`config.mk`:
```
export PLATFORM = sky130hd
export DESIGN_NAME = ws_array
export DESIGN_NICKNAME = d
export VERILOG_FILES = /design/src/rtl/ws_pkg.sv /design/src/rtl/ws_ctrl.sv /design/src/rtl/ws_pe.sv /design/src/rtl/ws_datapath.sv /design/src/rtl/ws_array.sv
export SDC_FILE = /design/constraint.sdc
export NUM_CORES = 2
export LEC_CHECK = 0
export ABC_CLOCK_PERIOD_IN_PS = 11270
export BUFFER_PORTS_ARGS = -buffer_cell sky130_fd_sc_hd__buf_2
export CAP_MARGIN = 25
export CORE_ASPECT_RATIO = 1.25
export CORE_UTILIZATION = 55
export DETAILED_ROUTE_END_ITERATION = 10
export HOLD_SLACK_MARGIN = 0.1
export PLACE_DENSITY = 0.76
export SYNTH_ARGS = -nofsm -noshare
export SYNTH_HDL_FRONTEND = slang
export SYNTH_SLANG_ARGS = --single-unit
```
`constraint.sdc`:
```
create_clock -name clk -period 11.27 [get_ports clk]
set_input_delay 1.6905 -clock clk [delete_from_list [all_inputs] [get_ports clk]]
set_output_delay 1.6905 -clock clk [all_outputs]
set_load 0.03 [all_outputs]
```
`src/rtl/ws_pkg.sv`:
```
package ws_pkg;

  // Strobes from the sequencer to the datapath, one per action.
  typedef struct packed {
    logic wShift;  // push one weight row in at the top
    logic wAll;    // write the whole weight grid
    logic aShift;  // push one activation in at the top
    logic aAll;    // multicast the whole activation vector
    logic mac;     // one multiply-accumulate step in every element
  } wsStrobe_t;

  typedef enum logic [1:0] {
    ST_IDLE  = 2'd0,
    ST_WLOAD = 2'd1,
    ST_ALOAD = 2'd2,
    ST_MAC   = 2'd3
  } wsState_t;

endpackage

```
`src/rtl/ws_ctrl.sv`:
```
module ws_ctrl
  import ws_pkg::*;
#(
  parameter int ROWS = 4
) (
  input  logic      clk,
  input  logic      rstN,
  input  logic      start,
  input  logic      parMode,
  input  logic      keepWeights,
  output wsStrobe_t stb,
  output logic      busy,
  output logic      done
);

  localparam int CNT_W = (ROWS > 1) ? $clog2(ROWS) : 1;

  wsState_t          state;
  logic [CNT_W-1:0]  cnt;
  logic              parQ;
  logic              doneQ;
  logic              phaseEnd;

  assign phaseEnd = (cnt == CNT_W'(ROWS - 1));

  always_ff @(posedge clk) begin
    if (!rstN) begin
      state <= ST_IDLE;
      cnt   <= '0;
      parQ  <= 1'b0;
      doneQ <= 1'b0;
    end else begin
      doneQ <= 1'b0;
      case (state)
        ST_IDLE: begin
          if (start) begin
            parQ  <= parMode;
            cnt   <= '0;
            state <= keepWeights ? ST_ALOAD : ST_WLOAD;
          end
        end
        ST_WLOAD: begin
          if (parQ || phaseEnd) begin
            cnt   <= '0;
            state <= ST_ALOAD;
          end else begin
            cnt <= cnt + 1'b1;
          end
        end
        ST_ALOAD: begin
          if (parQ || phaseEnd) begin
            cnt   <= '0;
            state <= ST_MAC;
          end else begin
            cnt <= cnt + 1'b1;
          end
        end
        ST_MAC: begin
          if (phaseEnd) begin
            cnt   <= '0;
            state <= ST_IDLE;
            doneQ <= 1'b1;
          end else begin
            cnt <= cnt + 1'b1;
          end
        end
        default: state <= ST_IDLE;
      endcase
    end
  end

  always_comb begin
    stb = '0;
    case (state)
      ST_WLOAD: begin
        stb.wAll   = parQ;
        stb.wShift = !parQ;
      end
      ST_ALOAD: begin
        stb.aAll   = parQ;
        stb.aShift = !parQ;
      end
      ST_MAC:  stb.mac = 1'b1;
      default: stb = '0;
    endcase
  end

  assign busy = (state != ST_IDLE);
  assign done = doneQ;

endmodule

```
`src/rtl/ws_pe.sv`:
```
module ws_pe #(
  parameter int DW    = 8,
  parameter int ACC_W = 24
) (
  input  logic                    clk,
  input  logic                    rstN,
  input  logic                    macEn,
  input  logic signed [DW-1:0]    weight,
  input  logic signed [DW-1:0]    act,
  input  logic signed [ACC_W-1:0] psumIn,
  output logic signed [ACC_W-1:0] psumOut
);

  localparam int PW = 2 * DW;

  logic signed [PW-1:0]    prod;
  logic signed [ACC_W-1:0] prodExt;

  assign prod    = act * weight;
  assign prodExt = {{(ACC_W - PW){prod[PW-1]}}, prod};

  always_ff @(posedge clk) begin
    if (!rstN)      psumOut <= '0;
    else if (macEn) psumOut <= psumIn + prodExt;
  end

endmodule

```
`src/rtl/ws_datapath.sv`:
```
module ws_datapath
  import ws_pkg::*;
#(
  parameter int ROWS  = 4,
  parameter int COLS  = 4,
  parameter int DW    = 8,
  parameter int ACC_W = 24
) (
  input  logic                      clk,
  input  logic                      rstN,
  input  wsStrobe_t                 stb,
  input  logic [ROWS*COLS*DW-1:0]   wData,
  input  logic [ROWS*DW-1:0]        aData,
  output logic [COLS*ACC_W-1:0]     psum
);

  logic signed [DW-1:0]    wReg   [ROWS][COLS];
  logic signed [DW-1:0]    actReg [ROWS];
  logic signed [ACC_W-1:0] chain  [ROWS+1][COLS];

  for (genvar c = 0; c < COLS; c++) begin : g_top
    assign chain[0][c] = '0;
    assign psum[c*ACC_W +: ACC_W] = chain[ROWS][c];
  end

  for (genvar r = 0; r < ROWS; r++) begin : g_row
    // activation register: multicast or shifted down from the row above
    if (r == 0) begin : g_a0
      always_ff @(posedge clk) begin
        if (!rstN)           actReg[r] <= '0;
        else if (stb.aAll)   actReg[r] <= aData[r*DW +: DW];
        else if (stb.aShift) actReg[r] <= aData[DW-1:0];
      end
    end else begin : g_an
      always_ff @(posedge clk) begin
        if (!rstN)           actReg[r] <= '0;
        else if (stb.aAll)   actReg[r] <= aData[r*DW +: DW];
        else if (stb.aShift) actReg[r] <= actReg[r-1];
      end
    end

    for (genvar c = 0; c < COLS; c++) begin : g_col
      if (r == 0) begin : g_w0
        always_ff @(posedge clk) begin
          if (!rstN)           wReg[r][c] <= '0;
          else if (stb.wAll)   wReg[r][c] <= wData[(r*COLS+c)*DW +: DW];
          else if (stb.wShift) wReg[r][c] <= wData[c*DW +: DW];
        end
      end else begin : g_wn
        always_ff @(posedge clk) begin
          if (!rstN)           wReg[r][c] <= '0;
          else if (stb.wAll)   wReg[r][c] <= wData[(r*COLS+c)*DW +: DW];
          else if (stb.wShift) wReg[r][c] <= wReg[r-1][c];
        end
      end

      ws_pe #(.DW(DW), .ACC_W(ACC_W)) u_pe (
        .clk     (clk),
        .rstN    (rstN),
        .macEn   (stb.mac),
        .weight  (wReg[r][c]),
        .act     (actReg[r]),
        .psumIn  (chain[r][c]),
        .psumOut (chain[r+1][c])
      );
    end
  end

endmodule

```
`src/rtl/ws_array.sv`:
```
module ws_array
  import ws_pkg::*;
#(
  parameter int ROWS  = 4,
  parameter int COLS  = 4,
  parameter int DW    = 8,
  parameter int ACC_W = 24
) (
  input  logic                    clk,
  input  logic                    rstN,
  input  logic                    start,
  input  logic                    parMode,
  input  logic                    keepWeights,
  input  logic [ROWS*COLS*DW-1:0] wData,
  input  logic [ROWS*DW-1:0]      aData,
  output logic                    busy,
  output logic                    wTake,
  output logic                    aTake,
  output logic                    done,
  output logic [COLS*ACC_W-1:0]   psum
);

  wsStrobe_t stb;

  ws_ctrl #(.ROWS(ROWS)) u_ctrl (
    .clk         (clk),
    .rstN        (rstN),
    .start       (start),
    .parMode     (parMode),
    .keepWeights (keepWeights),
    .stb         (stb),
    .busy        (busy),
    .done        (done)
  );

  ws_datapath #(.ROWS(ROWS), .COLS(COLS), .DW(DW), .ACC_W(ACC_W)) u_dp (
    .clk   (clk),
    .rstN  (rstN),
    .stb   (stb),
    .wData (wData),
    .aData (aData),
    .psum  (psum)
  );

  assign wTake = stb.wShift | stb.wAll;
  assign aTake = stb.aShift | stb.aAll;

endmodule

```
# After elaboration in Yosys (flattened, before gate mapping)
# Memory sizes are Yosys's and may differ from the RTL's.
# Cells that the tools add are included.
# totals
regBits	358
ram_bits	160
in_bits	165
wordCells	178
mem_count	2
# classes
n_addsub	13
mul	16
n_eq_ne	8
mux	69
bitwise_logic	42
n_reduce_logical	8
# mem_list
memory	depth	width	rd	rd_clocked_by_memory_dff	write_ports	line_no	source
u_dp.wReg	4	32	4	0	4	ws_datapath.sv:17	logic signed [DW-1:0] wReg [ROWS][COLS];
u_dp.actReg	4	8	4	0	4	ws_datapath.sv:18	logic signed [DW-1:0] actReg [ROWS];
# ops
cell	n
$mux 8	40
$mul 8x8->16	16
$add 24x16->24	8
$add 16x16->17	4
$or 1x1->1	42
$mux 2	10
$mux 1	17
$pmux 2 s4	1
$eq 2x2->1 const B	3
$ne 2x1->1 const B	3
$pmux 2 s3	1
$reduce_and 2->1	2
$reduce_and 4->1	1
$add 2x1->2 const B	1
$eq 2x1->1 const B	1
$logic_not 2->1	1
$ne 2x2->1 const B	1
$reduce_bool 2->1	1
$reduce_or 2->1	1
$logic_not 1->1	1
$logic_or 1x1->1	1

# Longest topological paths before layout
# logic_depth
word_depth	7
mapped_depth	22
mapped_depth_nobuf	21

# Cells and area by module
# Synthesis repeated with hierarchy kept, for this count alone.
# hier_totals
cells_unflattened	8275
hier_area_um2	85548.3
# modules_own_cells
mod	n_inst	cells_per_inst	area_per_inst_um2
ws_pe at u_dp.g_row[0].g_col[3].u_pe ...	10	492	4895.9
ws_pe at u_dp.g_row[0].g_col[0].u_pe ...	3	483	4943.5
ws_pe at u_dp.g_row[3].g_col[1].u_pe ...	2	492	4911.0
ws_datapath	1	378	6576.3
ws_pe at u_dp.g_row[3].g_col[3].u_pe	1	495	4927.2
ws_ctrl	1	47	420.4
ws_array	1	2	12.5

# Least setup slack after synthesis
# Ideal clock, no wire load.
# synth_timing
kind	register to register
startpoint	mem u_dp.actReg[3][7]
endpoint	reg u_dp.g_row[3].g_col[0].u_pe.psumOut[23]
t_arrival_ns	5.728
required_ns	11.138
setup_slack_ns	5.410
path_stages_with_launch	20
path_buffers	1
period_less_slack_ns	5.860
path_cell_list	edfxtp_1 > clkbuf_1 > and2_1 > inv_1 > fa_1 > inv_1 > fa_1 > fa_1 > fa_1 > fa_1 > ha_1 > o21ai_0 > o21ai_0 > a22oi_1 > a31oi_1 > and4_1 > a2111oi_4 > a21oi_1 > xnor2_1 > a21oi_1
# synth_lines
element	line_no	source
start, declared	ws_datapath.sv:18	
end signal, assigned	ws_pe.sv:24	else if (macEn) psumOut <= psumIn + prodExt;
end, declared	ws_pe.sv:11	output logic signed [ACC_W-1:0] psumOut

==> summary.md <==
| Metric | Value |
|---|---|
| Setup repair after global routing missed its margin | false |
| Setup bufs post-CTS | 0 |
| Layout fillers | 10900 |
| Global routing usage summed across all routing layers | 0.256 |
| Post-synth design cell area | ~71000 µm² |
| Actual slew at the worst max-slew pin | between 1000 and 1500 ps |
| Most frequently used flop master after synthesis | sky130_fd_sc_hd__dfxtp_1 |
| Biggest area consumer among synthesized cells | sky130_fd_sc_hd__fa_1 |
| Max cap viols | 0 |
| Area growth from synthesis to layout | 6.28% |
| Type of origin of the critical path | register |
| Hold buffers post-CTS | 0 |
| Die Ht | a little over 400 µm |
| Slowest cell on crit path | sky130_fd_sc_hd__and2_1 |
| Most frequent cell on the critical path | sky130_fd_sc_hd__fa_1 |
| Quantity of gates resized following cts | 0 |
| Total via count after detailed routing | around 48000 |
| R2R Setup Slk | around 4800 ps |
| Kind of cell with the highest combined delay on the critical path | adder cells |
| Required time reported for the critical path endpoint | 11840 ps |
| Syn Area/Cell | just under 10 µm² |
| Post-DP HPWL | roughly 130 mm |
| Run status | finished, final reports clean |
| Area share of the leading cell type in the synthesized netlist | 0.357 |
| GRT overflow | 0 |
| Wire length of the first global-routing pass | 268 mm |
| Count of antenna diodes in the layout | 0 |
| Peak VDD IR | roughly 0.18 mV |
| Number of nets with antenna violations after detailed routing | 0 |
| Largest net degree at the start of global routing | 90 |
| Vias in the first global route | approximately 52000 |
| Synth unique cells | a little over 70 |
| Total wire length after detailed routing | ~160 mm |
| Maximum clock skew at final layout | around 19 ps |
| Final setup fails | 0 |
| Clock latency reported for the late side of the worst-skew pair | roughly 680 ps |
| Min-delay src | u_dp.g_row[3].g_col[0].u_pe.psumOut[13] |
| Area of all sequential standard cells | about 11000 µm² |
| Floorplan Core Area | ~130000 µm² |
| Critical Path AT | 7030 ps |
| Reg-to-reg critical path endpoint | u_dp.g_row[3].g_col[2].u_pe.psumOut[23] |
| Length of the first detailed-routing pass in iterations | 6 |
| Detailed-route wire length per cell | between 15 and 20 µm |
| Routability congestion estimate from global placement | around 0.88 |
| Final count of pins violating max slew | 0 |
| Area of the multi-input gates | between 50000 and 60000 µm² |
| Min cycle time layout | 6460 ps |
| Initial antenna violation count | 3 |
| Crit path buf inv count | 3 |
| Clk sinks | approximately 500 |
| Slowest cell delay on critical path | roughly 840 ps |
| Cells along the critical path | buf_4 > and2_1 > fa_1 > fa_1 > inv_1 > fa_1 > fa_1 > inv_1 > fa_1 > ha_1 > o21ai_0 > nand2b_1 > a31oi_2 > o22ai_1 > a31o_2 > a21oi_1 > o21a_1 > nor4b_1 > o31ai_1 |
| Syn Nets | about 9400 |
| Leakage component of the power | roughly 38 nW |
| Critical setup path kind | register to register |
| IO buf count | 264 |
| Post-synthesis cell count | approximately 7300 |
| CTS root buf | sky130_fd_sc_hd__clkbuf_16 |
| H-tree depth | 2 |
| Effective utilization at floorplan | 0.555 |
| Count of yosys warnings during synthesis | 0 |
| Num rows | between 100 and 150 |
| Length in cells of the worst reg-to-reg path | 19 |
| Fmax | 0.155 GHz |
| Critical register-to-register path startpoint | u_dp.actReg[3][7] |
| Final Hold Vio Count | 0 |
| Die width | between 300 and 400 µm |
| PnR Total Power | about 24 mW |
| Top-Level Pins | roughly 270 |
| Hold EP | u_dp.g_row[3].g_col[0].u_pe.psumOut[13] |
| Total Nets Final | between 9000 and 10000 |
| Number of flops mapped to enable cells by yosys | 160 |
| Total negative slack for setup checks | 0 ps |
| Type of the tightest min-delay check | register to register |
| Top cells by area, synth | sky130_fd_sc_hd__fa_1, sky130_fd_sc_hd__ha_1, sky130_fd_sc_hd__dfxtp_1, sky130_fd_sc_hd__inv_1, sky130_fd_sc_hd__edfxtp_1 |
| Post-detailed-route via-to-cell ratio | approximately 5.3 |
| Die ar. | around 130000 µm² |
| Endpoint class of the critical path | register |
| DRC violations left | 0 |
| Largest driver fanout on the critical path | 32 |
| Most common cell in the netlist | sky130_fd_sc_hd__inv_1 |
| Most frequent cells after synthesis | sky130_fd_sc_hd__inv_1, sky130_fd_sc_hd__fa_1, sky130_fd_sc_hd__ha_1 |
| Sequential-to-total area share from yosys stat | 0.160 |
| Share of synthesized flip-flops with an asynchronous set or reset | 0 |
| Num CTS Buffers | 59 |
| Clock tree from TritonCTS | built |
| Clk buf depth | 3 |
| Hold Path Cell Cnt | 2 |
| Clk pin slew, worst setup/hold paths | approximately 70 ps |
| Max transition margin | 0.293 |
| Power density cells | 315 nW/µm² |
| Share of final-layout standard cells stronger than drive strength 1 | 0.0636 |
| Number of storage elements in the synthesis netlist | slightly below 500 |
| DRC violation total after the first TritonRoute iteration | approximately 2600 |
| Period Utilization, post-route | 0.573 |
cell usage in the layout, fill, tap and decap left out, types with 9 or more instances in the layout:
master | netlist | final
sky130_fd_sc_hd__o21bai_1 | 30 | 30
sky130_fd_sc_hd__a21oi_1 | 182 | 182
sky130_fd_sc_hd__a21o_1 | 48 | 48
sky130_fd_sc_hd__nand2_1 | 523 | 521
sky130_fd_sc_hd__nand2b_1 | 62 | 61
sky130_fd_sc_hd__buf_2 | 1 | 263
sky130_fd_sc_hd__o21ai_0 | 170 | 170
sky130_fd_sc_hd__xor2_1 | 67 | 67
sky130_fd_sc_hd__clkinv_2 | 0 | 11
sky130_fd_sc_hd__and3_1 | 51 | 51
sky130_fd_sc_hd__a21boi_0 | 17 | 17
sky130_fd_sc_hd__mux2i_1 | 281 | 281
sky130_fd_sc_hd__nand3_1 | 45 | 45
sky130_fd_sc_hd__fa_1 | 1276 | 1276
sky130_fd_sc_hd__clkbuf_1 | 210 | 9
sky130_fd_sc_hd__buf_4 | 96 | 50
sky130_fd_sc_hd__dfxtp_1 | 330 | 329
sky130_fd_sc_hd__o211a_1 | 23 | 23
sky130_fd_sc_hd__nor3_1 | 44 | 44
sky130_fd_sc_hd__nor2b_1 | 258 | 257
sky130_fd_sc_hd__mux2_2 | 11 | 11
sky130_fd_sc_hd__ha_1 | 683 | 682
sky130_fd_sc_hd__xnor2_1 | 214 | 214
sky130_fd_sc_hd__or3_1 | 13 | 13
sky130_fd_sc_hd__edfxtp_1 | 160 | 160
sky130_fd_sc_hd__clkbuf_16 | 0 | 62
sky130_fd_sc_hd__bufinv_16 | 0 | 11
sky130_fd_sc_hd__a41o_1 | 15 | 15
sky130_fd_sc_hd__and2_1 | 562 | 562
sky130_fd_sc_hd__inv_1 | 1414 | 1414
sky130_fd_sc_hd__a31oi_1 | 14 | 14
sky130_fd_sc_hd__o21a_1 | 24 | 24
sky130_fd_sc_hd__nor2_1 | 292 | 292
sky130_fd_sc_hd__a211oi_1 | 17 | 17
state kept, by name (all words and copies together) (netlist names):
signal / flops
u_dp.g_row.g_col.u_pe.psumOut: 324
u_dp.wReg: 128
u_dp.actReg: 32
u_ctrl.cnt: 2
u_ctrl.state: 2
u_ctrl.done: 1
u_ctrl.parQ: 1
worst min-delay path: cells and delay by family (launching register included):
kind / cells / cell delay [ps]
and+or+nand+nor: 1 / 40
DFF: 1 / 330
AOI/OAI and AO/OA: 1 / 50
per-stage QoR:
| stage | hold slack (ps) | util | cells | instance area [µm²] | setup slack [ps] |
|---|---|---|---|---|---|
| after global routing | 487 | 0.590 | 9068 | 76000 | 4390 |
| after CTS | 458 | 0.590 | 9066 | 75900 | 4860 |
| after floorplan | 426 | - | 7264 | 71500 | 5410 |
| final | 456 | 0.590 | 9068 | 76000 | 4810 |
| after detailed placement | 445 | 0.573 | 8954 | 73800 | 4880 |
| after global placement | 444 | 0.573 | 8952 | 73700 | 4910 |
metal layers:
| metal | share of wire | vias to the layer above | GRT usage |
|---|---|---|---|
| li1 | - | 22400 | - |
| met4 | 0.035 | 2 | 0.0890 |
| met2 | 0.47 | 1398 | 0.425 |
| met5 | 0.000074 | - | 0 |
| met3 | 0.069 | 237 | 0.0449 |
| met1 | 0.43 | 24200 | 0.337 |
final cells by class:
class / instances / share of cell area
clock inverter: 37 / 0.00651
timing repair buffer: 318 / 0.0237
inverter: 1415 / 0.0699
sequential: 490 / 0.150
tap: 1713 / 0.0282
multi-input combinational: 5020 / 0.700
clock buffer: 75 / 0.0216
worst max path at each step:
stage                       from                                       to  slack [ps]  cells after the start
4_1_cts        u_dp.actReg[3][7]  u_dp.g_row[3].g_col[2].u_pe.psumOut[23]        4860                     19
3_3_place_gp   u_dp.actReg[3][7]  u_dp.g_row[3].g_col[3].u_pe.psumOut[22]        4910                     19
2_1_floorplan  u_dp.actReg[3][7]  u_dp.g_row[3].g_col[0].u_pe.psumOut[23]        5410                     19
6_report       u_dp.actReg[3][7]  u_dp.g_row[3].g_col[2].u_pe.psumOut[23]        4810                     19
3_5_place_dp   u_dp.actReg[3][7]  u_dp.g_row[3].g_col[2].u_pe.psumOut[23]        4880                     19
5_1_grt        u_dp.actReg[3][7]  u_dp.g_row[3].g_col[2].u_pe.psumOut[23]        4390                     19
cells by family after synthesis:
kind of cell / after synthesis / share of synthesized area
muxes: 292 / 0.0411
AOI/OAI and AO/OA: 617 / 0.0567
and+or+nand+nor: 1871 / 0.134
DFF: 490 / 0.160
xor gates and xnor gates: 281 / 0.0344
adders and majority gates: 1959 / 0.477
buffers and inverters: 1754 / 0.0972
where the power goes:
group,internal [mW],switching (mW)
Combinational,8.40,10.8
Clock,1.28,0.850
Sequential,2.18,0.460
Note: power is estimated with default switching activity, not from simulation.
